==> src/rtl/mbox_irq_pkg.sv <==
package mbox_irq_pkg;
  typedef enum logic {
    ACC_WR = 1'b0,
    ACC_RD = 1'b1
  } acc_e;

  function automatic logic acc_ok(input logic ce_n, input logic ce);
    return !ce_n && ce;
  endfunction
endpackage

==> src/rtl/mbox_port_dec.sv <==
module mbox_port_dec #(
  parameter int unsigned NUM_PORTS = 4,
  parameter int unsigned ADDR_W    = 15,
  parameter int unsigned PORT_IDX  = 0
) (
  input  logic                 ce0_ni,
  input  logic                 ce1_i,
  input  logic                 rw_i,
  input  logic [ADDR_W-1:0]    addr_i,
  output logic [NUM_PORTS-1:0] wr_hit_o,
  output logic                 rd_own_o
);
  import mbox_irq_pkg::*;

  localparam logic [ADDR_W-1:0] TOP_ADDR = '1;

  logic                 live;
  logic [NUM_PORTS-1:0] match;

  assign live = acc_ok(ce0_ni, ce1_i);

  for (genvar t = 0; t < NUM_PORTS; t++) begin : g_match
    localparam logic [ADDR_W-1:0] MBOX = TOP_ADDR - ADDR_W'(t);
    assign match[t]    = (addr_i == MBOX);
    assign wr_hit_o[t] = live && (acc_e'(rw_i) == ACC_WR) && match[t];
  end

  assign rd_own_o = live && (acc_e'(rw_i) == ACC_RD) && match[PORT_IDX];
endmodule

==> src/rtl/mbox_set_merge.sv <==
module mbox_set_merge #(
  parameter int unsigned NUM_PORTS = 4
) (
  input  logic [NUM_PORTS-1:0][NUM_PORTS-1:0] wr_hit_i,  // [source][target]
  output logic [NUM_PORTS-1:0]                set_o
);
  for (genvar t = 0; t < NUM_PORTS; t++) begin : g_tgt
    logic [NUM_PORTS-1:0] col;
    for (genvar p = 0; p < NUM_PORTS; p++) begin : g_src
      assign col[p] = wr_hit_i[p][t];
    end
    assign set_o[t] = |col;
  end
endmodule

==> src/rtl/mbox_flag.sv <==
module mbox_flag (
  input  logic clk_i,
  input  logic rst_ni,
  input  logic set_i,
  input  logic clr_i,
  output logic int_no
);
  always_ff @(posedge clk_i or negedge rst_ni) begin
    if (!rst_ni)    int_no <= 1'b1;
    else if (set_i) int_no <= 1'b0;  // set has priority
    else if (clr_i) int_no <= 1'b1;
  end
endmodule

==> src/rtl/mbox_irq.sv <==
module mbox_irq #(
  parameter int unsigned NUM_PORTS = 4,
  parameter int unsigned ADDR_W    = 15
) (
  input  logic                              clk_i,
  input  logic                              rst_ni,
  input  logic [NUM_PORTS-1:0]              ce0_ni,
  input  logic [NUM_PORTS-1:0]              ce1_i,
  input  logic [NUM_PORTS-1:0]              rw_i,
  input  logic [NUM_PORTS-1:0][ADDR_W-1:0]  addr_i,
  input  logic [NUM_PORTS-1:0][1:0]         be_ni,
  output logic [NUM_PORTS-1:0]              int_no
);
  localparam int unsigned MIN_W = (NUM_PORTS > 1) ? $clog2(NUM_PORTS) : 1;

  if (ADDR_W < MIN_W) begin : g_bad_cfg
    initial $error("ADDR_W too small for NUM_PORTS");
  end

  logic [NUM_PORTS-1:0][NUM_PORTS-1:0] wr_hit;
  logic [NUM_PORTS-1:0]                rd_own;
  logic [NUM_PORTS-1:0]                set;

  for (genvar p = 0; p < NUM_PORTS; p++) begin : g_port
    mbox_port_dec #(
      .NUM_PORTS(NUM_PORTS),
      .ADDR_W   (ADDR_W),
      .PORT_IDX (p)
    ) u_dec (
      .ce0_ni  (ce0_ni[p]),
      .ce1_i   (ce1_i[p]),
      .rw_i    (rw_i[p]),
      .addr_i  (addr_i[p]),
      .wr_hit_o(wr_hit[p]),
      .rd_own_o(rd_own[p])
    );
  end

  mbox_set_merge #(.NUM_PORTS(NUM_PORTS)) u_merge (
    .wr_hit_i(wr_hit),
    .set_o   (set)
  );

  for (genvar t = 0; t < NUM_PORTS; t++) begin : g_flag
    mbox_flag u_flag (
      .clk_i (clk_i),
      .rst_ni(rst_ni),
      .set_i (set[t]),
      .clr_i (rd_own[t]),
      .int_no(int_no[t])
    );
  end
endmodule

==> config.mk <==
export PLATFORM = sky130hd
export DESIGN_NAME = mbox_irq
export DESIGN_NICKNAME = d
export VERILOG_FILES = /design/src/rtl/mbox_irq_pkg.sv /design/src/rtl/mbox_port_dec.sv /design/src/rtl/mbox_set_merge.sv /design/src/rtl/mbox_flag.sv /design/src/rtl/mbox_irq.sv
export SDC_FILE = /design/constraint.sdc
export NUM_CORES = 1
export LEC_CHECK = 0
export CAP_MARGIN = 20
export CORE_MARGIN = 10
export CORE_UTILIZATION = 25
export CTS_BUF_LIST = sky130_fd_sc_hd__clkbuf_2
export DETAILED_ROUTE_END_ITERATION = 8
export HOLD_SLACK_MARGIN = 0.15
export PLACE_DENSITY_LB_ADDON = 0.2
export SYNTH_ARGS = -nofsm -noshare
export SYNTH_HDL_FRONTEND = slang
export SYNTH_HIERARCHICAL = 1
export SYNTH_SLANG_ARGS = --single-unit
==> constraint.sdc <==
create_clock -name clk_i -period 1.57 [get_ports clk_i]
set_input_delay 0.2355 -clock clk_i [delete_from_list [all_inputs] [get_ports clk_i]]
set_output_delay 0.2355 -clock clk_i [all_outputs]
set_load 0.01 [all_outputs]
-- Yosys cells after proc, flatten, opt, wreduce, memory -nomap -nowiden
Index checks and enable logic that the tools add are counted.
- RAM bits: 0
- input port bits: 82
- memory bits (read-only): 0
- register bits: 4
- memories: 0
- word-level logic and storage cells: 76
- output and inout port bits: 4
- latch bits: 0
- reduce and logical (&&, ||, !) cells: 44
- equality and inequality tests: 16
- shift operators: 0
- bitwise logic cells: 4
- $mul: 0
- divide/modulo/power cells: 0
- multiplexer cells: 8
- $lt $le $gt $ge: 0
- $add $sub $neg: 0
- operators with widths (kind ; number):
    15-bit == test (second input constant) ; 16
    1-bit logical AND ; 32
    4-bit OR reduction ; 4
    1-bit two-way mux ; 8
    2-bit nonzero test ; 4
    1-bit logical NOT ; 4
    1-bit NOT ; 4

-- Longest topological paths before layout
- depth in word-level cells: 6
- gate-level depth with buffers: 5
- gate-level depth less buffers: 5

-- Hierarchy
Netlist, hierarchy kept.
- by module, submodules not included (module ; area an instance (um2) ; instances ; cells an instance):
    mbox_flag ; 36.3 ; 4 ; 2
    mbox_port_dec (g_port[1].u_dec) ; 111.4 ; 1 ; 13
    mbox_port_dec (g_port[3].u_dec) ; 103.8 ; 1 ; 16
    mbox_port_dec (g_port[2].u_dec) ; 95.1 ; 1 ; 15
    mbox_port_dec (g_port[0].u_dec) ; 78.8 ; 1 ; 12
    mbox_set_merge ; 30.0 ; 1 ; 4

-- Worst setup path after synthesis
No wires, ideal clock.
- path kind: input-to-reg
- start point: input ce0_ni[0]
- end point: register g_flag[1].u_flag.int_no
- slack: 116 ps
- arrival time: 1376 ps
- cell stages on the path: 5
- path through: nand3b_1 > or4_4 > nor4b_1 > or4_1 > o21ba_1
- RTL lines (item ; RTL line ; RTL):
    start, declared ; mbox_irq.sv:7 ; input logic [NUM_PORTS-1:0] ce0_ni,
    end signal, assigned ; mbox_flag.sv:9 ; if (!rst_ni) int_no <= 1'b1;
    end signal, assigned ; mbox_flag.sv:10 ; else if (set_i) int_no <= 1'b0;
    end signal, assigned ; mbox_flag.sv:11 ; else if (clr_i) int_no <= 1'b1;
    end, declared ; mbox_flag.sv:6 ; output logic int_no

==> reports/qor_table.md <==
| Metric | Reported |
|---|---|
| Status | finished with violations |
| Failing checks | negative setup slack |
| Via count of the first global-routing pass | 1000 |
| Instance count of the mapped netlist | 68 |
| Critical path fanouts, max | 5 |
| Wire length reported by the detailed router | 3110 microns |
| CTS Hold Buffers Added | 0 |
| NumNets Final | 235 |
| Global-route wire length before repair | 4710 microns |
| Data required time at the worst endpoint | 1690 ps |
| Final Hold Violating Endpoints | 0 |
| Maximum number of pins on one net before global-route repair | 6 |
| Unique cell type count in the Yosys netlist | 28 |
| Max rail drop VDD | 0.160 mV |
| IO buf count | 77 |
| Power density normalized to cell area | 263 nW/um^2 |
| Final critical-path setup slack | -15.0 ps |
| H-tree lvl count | 1 |
| Count of final setup violators | 3 |
| Core Area | 2190 sq um |
| Post-synthesis instance area | 564 sq um |
| Post-place instance area | 1390 sq um |
| Insertion delay of the later-clocked pin in the worst-skew pair | 200 ps |
| Count leader, synth | sky130_fd_sc_hd__nor4_1 |
| Crit path arrival time | 1710 ps |
| DRC violation count after routing | 0 |
| Post-Synthesis Mean Instance Area | 8.30 sq um |
| Overall overflow remaining after global route | 0 |
| Tmin final | 1590 ps |
| Final cycle utilization of the critical path | 101% |
| Number of ports placed on the die boundary | 86 |
| Net count after synthesis | 150 |
| Synth-to-layout area growth | 169% |
| Last weighted congestion value of the routability-driven placer | 0.827 |
| Post-route core utilization | 69.3% |
| Clock share of power | 22.4% |
| Design area | 1520 sq um |
| Sequential fraction of design power | 26.1% |
| Row Count | 17 |
| Flip-flop count of the largest register after layout | 4 |
| Hold_ws | 447 ps |
| Setup crit end kind | flop |
| Top cell type's share of synthesized area | 18.6% |
| CTS buffer count | 3 |
| Initial antenna violation count | 0 |
| Routed via count | 913 |
| Class of the most critical setup path | input port to flop |
| Maximum buffer depth of the clock tree | 2 |
| Clock-pin slew reported for the worst setup and hold paths after clock tree synthesis | 40 ps |
| Proportion of synthesized chip area in sequential cells | 18.6% |
| Buffer cell driving the clock tree root | sky130_fd_sc_hd__clkbuf_2 |
| Antenna viol nets, final | 0 |
| EDFF count, synth | 0 |
| Number of cells in the finished layout apart from fillers | 179 |
| Initial standard-cell utilization of the core | 25.8% |
| FMAX | 0.631 GHz |
| Main area contributors after synthesis | sky130_fd_sc_hd__dfstp_2, sky130_fd_sc_hd__nor4_1, sky130_fd_sc_hd__nand4_1, sky130_fd_sc_hd__o21ba_1, sky130_fd_sc_hd__or4_1 |
| Unrepaired setup endpoints after global routing | true |
| Registers with the highest flip-flop counts | g_flag.u_flag/int_no: 4 flops |
| Die width | 67.5 microns |
| Max-slew headroom at the worst pin | 79.8% |
| Clock skew after layout | 0 ps |
| Clock tree from TritonCTS | built |
| Detailed-router iteration count before antenna repair | 4 |
| Proportion of power drawn by combinational gates | 51.5% |
| DIE HEIGHT | 67.5 microns |
| Most used DFF post-synth | sky130_fd_sc_hd__dfstp_2 |
| Switching portion of total power | 26.4% |
| DRC marker count from the first detailed-route iteration | 7 |
| Post-DP HPWL | 2630 microns |
| Total of max-cap violations | 0 |
| Share of cells above drive strength 1 | 21.2% |
| Synth Register Bits | 4 |
| Dpl ws | -427 ps |
| Setup crit start kind | input port |
| Final antenna diode count | 0 |
| Library cell occupying the most area in the post-synthesis netlist | sky130_fd_sc_hd__dfstp_2 |
| Die area | 4560 sq um |
| Ratio of routed vias to standard cells | 5.10 |
| Fin Setup TNS | -28.9 ps |
| Most frequent cells after synthesis | sky130_fd_sc_hd__nor4_1, sky130_fd_sc_hd__nand4_1, sky130_fd_sc_hd__nand2_1, sky130_fd_sc_hd__nand3_1 |
| Max-slew violations | 0 |
| Count of warnings emitted by yosys | 6 |
| Type of the tightest min-delay check | input port to asynchronous set/reset pin |
| Number of instances in the placed design | 175 |
| Final routed wire length divided by cell count | 17.4 microns |
| Reported leakage power | 0.686 nW |
| Post-synthesis async set-or-reset flop share | 100% |
| Largest register by flop count | g_flag.u_flag/int_no |
| Net Switching | 0.106 mW |
| Power after layout | 0.399 mW |
| CTS Sinks | 4 |
| Global router's overall resource usage | 13.2% |
| Internal power summed over all cells | 0.294 mW |
| Slew at the pin closest to its max-slew limit | 301 ps |
placed cells by master, fill, tap and decap left out, types with 3 or more instances in the layout:
master	instances
sky130_fd_sc_hd__dlygate4sd2_1	43
sky130_fd_sc_hd__clkdlybuf4s50_1	25
sky130_fd_sc_hd__nand4_1	8
sky130_fd_sc_hd__dlymetal6s2s_1	8
sky130_fd_sc_hd__nand2_1	5
sky130_fd_sc_hd__o21ba_1	4
sky130_fd_sc_hd__dfstp_2	4
sky130_fd_sc_hd__nor4_2	4
sky130_fd_sc_hd__or4_1	4
sky130_fd_sc_hd__clkbuf_2	3
sky130_fd_sc_hd__nor4_1	3
sky130_fd_sc_hd__nand3_1	3
sky130_fd_sc_hd__nor4_4	3
sky130_fd_sc_hd__buf_4	3
sky130_fd_sc_hd__nand2b_1	3
worst max-delay path, cell delays in order:
cell	delay [ps]
sky130_fd_sc_hd__clkdlybuf4s50_1	400
sky130_fd_sc_hd__or4b_4	580
sky130_fd_sc_hd__nor4_1	200
sky130_fd_sc_hd__or4_1	150
sky130_fd_sc_hd__o21ba_1	150
repair_timing:
item / in CTS / in global routing
setup endpoints to repair: 4 / 4
resized for setup: 64 / 10
pin swaps: 30 / 5
gates cloned: 0 / 0
buffers inserted: 1 / 0
metal layers:
layer / part of all wire (%) / vias up / GRT usage [%]
met5: 0 / - / 0
met4: 0 / 0 / 4.62
met3: 8.8 / 0 / 3.97
met2: 53 / 43 / 24.3
met1: 38 / 414 / 13.7
li1: - / 456 / -
final timing paths:
check | startpoint | slack [ps] | end | cells after the start
min reg2reg | g_flag[3].u_flag/int_no | 520 | g_flag[3].u_flag/int_no | 1
max | ce0_ni[2] | -20 | g_flag[0].u_flag/int_no | 5
max in group asynchronous | rst_ni | 1100 | g_flag[0].u_flag/int_no | 1
min in group clk_i | g_flag[3].u_flag/int_no | 520 | g_flag[3].u_flag/int_no | 1
max reg2reg | g_flag[0].u_flag/int_no | 840 | g_flag[0].u_flag/int_no | 1
min | rst_ni | 450 | g_flag[2].u_flag/int_no | 1
final cells by class:
cell class | count | area (sq um)
timing repair buffer | 80 | 759
fill | 209 | 672
multi-input combinational | 63 | 601
sequential | 4 | 105
tap | 28 | 35.0
clock buffer | 3 | 15.0
inverter | 1 | 3.75
cell families (layout without fill, tap and decap cells):
group	after synthesis	after routing	share of synthesized area (%)
compound gates	4	4	7.10
buf+inv	1	84	0.665
flops	4	4	18.6
simple gates	59	59	73.6
power by group through the flow:
stage / registers (mW) / logic (mW) / clock network (mW)
after floorplan: 0.105 / 0.0230 / 0
after global placement: 0.105 / 0.218 / 0
after detailed placement: 0.105 / 0.224 / 0
after CTS: 0.104 / 0.205 / 0.0937
after global routing: 0.104 / 0.220 / 0.112
final: 0.104 / 0.206 / 0.0894
Power figures use the tool's default switching activity.
